File: src/rtl/alu_sel_pkg.sv
package alu_sel_pkg;
  localparam int CLASS_W = 3;
  localparam int FUNC_W  = 6;
  localparam int SEL_W   = 3;

  typedef enum logic [SEL_W-1:0] {
    SEL_AND = 3'b000,
    SEL_OR  = 3'b001,
    SEL_ADD = 3'b010,
    SEL_SUB = 3'b110,
    SEL_SLT = 3'b111
  } alu_sel_e;

  localparam int NUM_CODES = 5;
  localparam logic [FUNC_W-1:0] FN_ADD = 6'b100000;
  localparam logic [FUNC_W-1:0] FN_SUB = 6'b100010;
  localparam logic [FUNC_W-1:0] FN_AND = 6'b100100;
  localparam logic [FUNC_W-1:0] FN_OR  = 6'b100101;
  localparam logic [FUNC_W-1:0] FN_SLT = 6'b101010;
endpackage

File: src/rtl/alu_class_dec.sv
module alu_class_dec
  import alu_sel_pkg::*;
(
  input  logic [1:0]       cls_i,
  output logic [SEL_W-1:0] sel_o
);
  // Direct class: bit0 requests subtract, bit1 requests OR, none requests ADD
  always_comb begin
    sel_o[2] = cls_i[0];
    sel_o[1] = ~cls_i[1];
    sel_o[0] = cls_i[1];
  end
endmodule

File: src/rtl/alu_func_dec.sv
module alu_func_dec
  import alu_sel_pkg::*;
(
  input  logic [FUNC_W-1:0] fn_i,
  output logic [SEL_W-1:0]  sel_o,
  output logic              legal_o
);
  localparam logic [FUNC_W-1:0] CODES [NUM_CODES] =
    '{FN_ADD, FN_SUB, FN_AND, FN_OR, FN_SLT};

  logic [NUM_CODES-1:0] hit;

  // Select uses only the low nibble; upper bits are don't-care here
  always_comb begin
    sel_o[2] = ~fn_i[2] & fn_i[1] & ~fn_i[0];
    sel_o[1] = ~fn_i[2] & ~fn_i[0];
    sel_o[0] = (~fn_i[3] & fn_i[2] & ~fn_i[1] & fn_i[0]) |
               ( fn_i[3] & ~fn_i[2] & fn_i[1] & ~fn_i[0]);
  end

  // Legality compares the full field
  for (genvar k = 0; k < NUM_CODES; k++) begin : g_match
    assign hit[k] = (fn_i == CODES[k]);
  end

  assign legal_o = |hit;
endmodule

File: src/rtl/alu_sel_decoder.sv
module alu_sel_decoder
  import alu_sel_pkg::*;
(
  input  logic               clk,
  input  logic               rst,
  input  logic [CLASS_W-1:0] op_class_i,
  input  logic [FUNC_W-1:0]  func_i,
  output logic [SEL_W-1:0]   alu_sel_o,
  output logic               bad_func_o
);
  logic [SEL_W-1:0] cls_sel, fn_sel, sel_nxt;
  logic             fn_legal, bad_nxt;
  logic             rtype;

  assign rtype = op_class_i[CLASS_W-1];

  alu_class_dec u_cls (
    .cls_i (op_class_i[1:0]),
    .sel_o (cls_sel)
  );

  alu_func_dec u_fn (
    .fn_i    (func_i),
    .sel_o   (fn_sel),
    .legal_o (fn_legal)
  );

  assign sel_nxt = rtype ? fn_sel : cls_sel;
  assign bad_nxt = rtype & ~fn_legal;

  always_ff @(posedge clk) begin
    if (rst) begin
      alu_sel_o  <= SEL_AND;
      bad_func_o <= 1'b0;
    end else begin
      alu_sel_o  <= sel_nxt;
      bad_func_o <= bad_nxt;
    end
  end

  assert_reset_clear_R9: assert property (@(posedge clk)
    rst |=> (alu_sel_o == 3'b000 && !bad_func_o));

  assert_direct_no_flag_R6: assert property (@(posedge clk) disable iff (rst)
    !op_class_i[2] |=> !bad_func_o);

  assert_direct_add_R1: assert property (@(posedge clk) disable iff (rst)
    (op_class_i == 3'b000) |=> (alu_sel_o == 3'b010));

  assert_direct_sub_R1: assert property (@(posedge clk) disable iff (rst)
    (op_class_i == 3'b001) |=> (alu_sel_o == 3'b110));

  assert_rtype_add_R3: assert property (@(posedge clk) disable iff (rst)
    (op_class_i[2] && func_i == 6'b100000) |=> (alu_sel_o == 3'b010 && !bad_func_o));

  assert_rtype_slt_R4: assert property (@(posedge clk) disable iff (rst)
    (op_class_i[2] && func_i[3:0] == 4'b1010) |=> (alu_sel_o == 3'b111));

  assert_upper_bits_flag_R5: assert property (@(posedge clk) disable iff (rst)
    (op_class_i[2] && func_i[5:4] != 2'b10) |=> bad_func_o);
endmodule

File: config.mk
export PLATFORM = sky130hd
export DESIGN_NAME = alu_sel_decoder
export DESIGN_NICKNAME = d
export VERILOG_FILES = /design/src/rtl/alu_sel_pkg.sv /design/src/rtl/alu_class_dec.sv /design/src/rtl/alu_func_dec.sv /design/src/rtl/alu_sel_decoder.sv
export SDC_FILE = /design/constraint.sdc
export NUM_CORES = 1
export LEC_CHECK = 0
export BUFFER_PORTS_ARGS = -buffer_cell sky130_fd_sc_hd__buf_2
export CORE_AREA = 2 2 39 41
export DETAILED_ROUTE_END_ITERATION = 12
export DIE_AREA = 0 0 41 43
export HOLD_SLACK_MARGIN = 0.08
export PLACE_DENSITY_LB_ADDON = 0.15
export SKIP_LAST_GASP = 1
export SYNTH_ARGS = -nofsm -noshare
export SYNTH_HDL_FRONTEND = slang
export SYNTH_SLANG_ARGS = --single-unit
File: constraint.sdc
create_clock -name clk -period 1 [get_ports clk]
set_clock_uncertainty 0.2 [all_clocks]
set_input_delay 0.1 -clock clk [delete_from_list [all_inputs] [get_ports clk]]
set_output_delay 0.1 -clock clk [all_outputs]
set_load 0.02 [all_outputs]
## Word-level counts from Yosys, hierarchy flattened

Index checks and enable logic that the tools add are counted.

| storage, ports and cells | value |
|---|---|
| word-level logic and storage cells | 26 |
| bits of input ports | 11 |
| flip-flop bits (word level) | 4 |
| output and inout port bits | 4 |

| cells by class | value |
|---|---|
| reduce and logical (&&, ||, !) cells | 1 |
| equal/unequal tests | 5 |
| bitwise gates (word level) | 17 |
| muxes and demuxes | 1 |

Operators by type and width:

| operator | count |
|---|---|
| $eq 6x6->1 const B | 5 |
| $and 1x1->1 | 10 |
| $not 1->1 | 6 |
| $reduce_or 5->1 | 1 |
| $mux 3 | 1 |
| $or 1x1->1 | 1 |

## Depth between registers and ports, before layout

| depth | value |
|---|---|
| word-level depth | 6 |
| gate-level depth with buffers | 2 |
| mapped depth without buffers | 2 |

## By module

Synthesis repeated with hierarchy kept, for this count alone.

| unflattened totals | value |
|---|---|
| cells, all modules | 21 |
| area total of the unflattened synthesis | 222.7 um2 |

By module, submodules not included:

| module | cells each | times used | seq. area each (um2) | area an instance (um2) |
|---|---|---|---|---|
| alu_sel_decoder | 11 | 1 | 80.1 | 128.9 |
| alu_func_dec | 7 | 1 | 0.0 | 75.1 |
| alu_class_dec | 3 | 1 | 0.0 | 18.8 |

## Worst setup path after synthesis

No wires, ideal clock.

| timing path | value |
|---|---|
| path kind | input -> register |
| start | input func_i[1] |
| end | register alu_sel_o[0] |
| stages on the path | 2 |
| required time | 678 ps |
| arrival time | 588 ps |
| library setup time | 122 ps |
| path slack | 90 ps |
| path buffers | 0 |
| cell sequence | and4bb_1 o311a_1 |

| on the way | value |
|---|---|
| cells in the longest elaborated chain, start to end | 5 |
| elaborated cells between the ends (all ways) | 7 |
| classes of those cells | mux: 1; bitwise: 6 |

RTL lines:

| element | line | RTL |
|---|---|---|
| start, declared | alu_sel_decoder.sv:7 | `input logic [FUNC_W-1:0] func_i,` |
| $not 1->1 | alu_func_dec.sv:17 | `sel_o[0] = (~fn_i[3] & fn_i[2] & ~fn_i[1] & fn_i[0]) \|` |
| $and 1x1->1 (2 in series) | alu_func_dec.sv:17 |  |
| $or 1x1->1 (*) | alu_func_dec.sv:17 |  |
| $mux 3 (*) | alu_sel_decoder.sv:28 | `assign sel_nxt = rtype ? fn_sel : cls_sel;` |
| end signal, assigned | alu_sel_decoder.sv:36 | `alu_sel_o <= sel_nxt;` |
| end, declared | alu_sel_decoder.sv:8 | `output logic [SEL_W-1:0] alu_sel_o,` |

Every way passes the cells marked *; elsewhere a longest branch is shown, timed or not.
A chain may end at the register's enable or synchronous reset.

## Worst setup path in the final report

| timing path | value |
|---|---|
| start | register alu_sel_o[0] |
| end | output alu_sel_o[0] |

No word-level cell between the ends.

==> run_results.csv <==
group,metric,value,unit
detailed_routing,drc,0,
layout,fillers,156,
logic_synthesis,synth_area,196.4,um2
sta,worst_slew_pin_slew,0.2106,ns
logic_synthesis,ys_seq_elements,4,
pwr,totalPowerFinal,0.4420,mW
global_routing,grt_use_met1,4.808,%
critical_path,end_kind,"primary output",
run_status,violations,"negative hold slack",
detailed_routing,ant_nets,0,
die,io_pins,15,
layout,layout_common_cells,"12 x buf_2, 4 x dfxtp_1, 3 x clkbuf_4",
detailed_routing,drt-total-wl,471,um
sta,fmax,1026,MHz
detailed_routing,firstDrtPassIters,2,
logic_synthesis,ys_types,13,
pwr,power.leakage,0.1578,nW
logic_synthesis,postSynthCellCount,19,
die,rows,14,
critical_path,slowest_stage,"dfxtp_1",
die,dieWidth,41,um
detailed_routing,vias_per_cell,3.827,
place,portBuffers,14,
global_routing,use_met3,1.571,%
global_routing,groute.usage.overall,5.316,%
layout,mostFrequentLayoutCell,"buf_2",
clocking,clockRootBuffer,"clkbuf_4",
layout,num_antenna_cells,0,
global_routing,grt_max_degree,7,
sta,maxSlewHeadroom,85.86,%
clocking,clock-sinks,4,
critical_path,cp_max_fo,1,
run_status,status,"complete, but fails checks",
sta,setup_viol,0,
sta,rsz0062_at_grt,"no",
sta,whs,-0.1209,ns
min_path,hold_class,"in2reg",
critical_path,path_cells,"buf_2",
clocking,cts_setup_buffers,0,
sta,maxSlewViolCount,0,
place,gp_congestion,0.6795,
detailed_routing,drt-initial-drc-count,1,
pwr,ir_drop,258.1,uV
logic_synthesis,syn_avg_cell_area,10.34,um2
sta,fin_crit_sh,97.45,%
critical_path,critPathTopFamily,"flip-flops",
global_routing,grt-ovfl-total,0,
sta,tns,0,ns
die,initial_core_util,14.20,%
global_routing,grt_pass1_wl,565,um
logic_synthesis,synth.net_count,30,
die,die_h,43,um
die,core_area,0.001384,mm2
global_routing,grt_pass1_vias,180,
clocking,clockBufferDepth,2,
pwr,power.density,1408,mW/mm2
critical_path,cp.buffers_inverters,1,
layout,design_area,314.1,um2
layout,area_growth,59.87,%
logic_synthesis,yosysSeqAreaShare,40.76,%
layout,final_util,22.69,%
clocking,cts_tree,"done",
critical_path,max_stage_delay,0.29,ns
die,dieArea,0.001763,mm2
clocking,clkTransAtPathRegs,0.04,ns
job,drv_cap,0,
critical_path,crit_type,"reg2out",
sta,finalHoldViolations,4,
sta,fin_crit,0.9745,ns
critical_path,startpoint_type,"register",
place,placed_area,286.5,um2
detailed_routing,via_count,199,
critical_path,crit_arrival,0.67,ns
critical_path,crit_required,0.70,ns
layout,drive_gt1_share,52.78,%
global_routing,busiest_layer,"met4",
global_routing,antenna_found_initial,0,
global_routing,met2_usage,7.187,%
detailed_routing,wire_per_inst,9.058,um
layout,nets,49,
logic_synthesis,ys_warn_count,0,
clocking,h-tree-depth,1,
clocking,cts_made_buffers,3,
## synthesized netlist by cell type
cell       number  area, um2
dfxtp_1         4      80.08
a21oi_1         2      10.01
inv_1           2      7.510
nand2b_1        2      12.51
a311oi_1        1      8.760
and4bb_1        1      12.51
and4bb_2        1      12.51
mux2i_1         1      10.01
nand4bb_1       1      11.26
nor2b_1         1      6.260
o311a_1         1      10.01
or2_2           1      6.260
or3b_1          1      8.760
## kinds of logic after synthesis
family	after synthesis	share of synthesized area, %
buffers and inverters	2	3.823
AND/OR/NAND/NOR	8	35.67
flip-flops	4	40.77
multiplexers	1	5.096
AO/OA/AOI/OAI	4	14.65
## metrics by stage
step	instances	worst slack, ns
CTS	52	0.007244
global placement	49	-0.05796
detailed placement	49	-0.05804
floorplan	19	0.09037
finish	52	0.02545
global route	52	0.002003
## sequential cells by signal, summed over array words and instances, names as in the netlist
signal	cells
bad_func_o	1
alu_sel_o	3
## final timing paths
kind | slack, ns | endpoint | start | cells past startpoint
min | -0.12 | alu_sel_o[1] | rst | 2
max | 0.03 | alu_sel_o[0] | alu_sel_o[0] | 1
## layout make-up
type | instances | area (um2) | share of cell area, %
inverters | 2 | 7.507 | 2.390
repair buffers | 14 | 75.07 | 23.90
flip-flops and latches | 4 | 80.08 | 25.50
well taps | 16 | 20.02 | 6.375
clock buffers | 3 | 22.52 | 7.171
multi-input cells | 13 | 108.9 | 34.66
## power by group
group / internal [mW] / total, mW / switching, mW
Sequential: 0.170 / 0.172 / 0.00183
Clock: 0.134 / 0.194 / 0.0605
Combinational: 0.0393 / 0.0761 / 0.0368
Total: 0.343 / 0.442 / 0.0991
## metal layers
layer,wire length (um),part of all wire [%]
met5,0,0
met4,0,0
met3,67,14
met1,188,40
met2,215,46
## timing repair
item | CTS | global route
endpoints found under the hold margin | 4 | 4
resized for setup | 0 | 2
endpoints found under the setup margin | 0 | 2
Power figures use the tool's default switching activity.
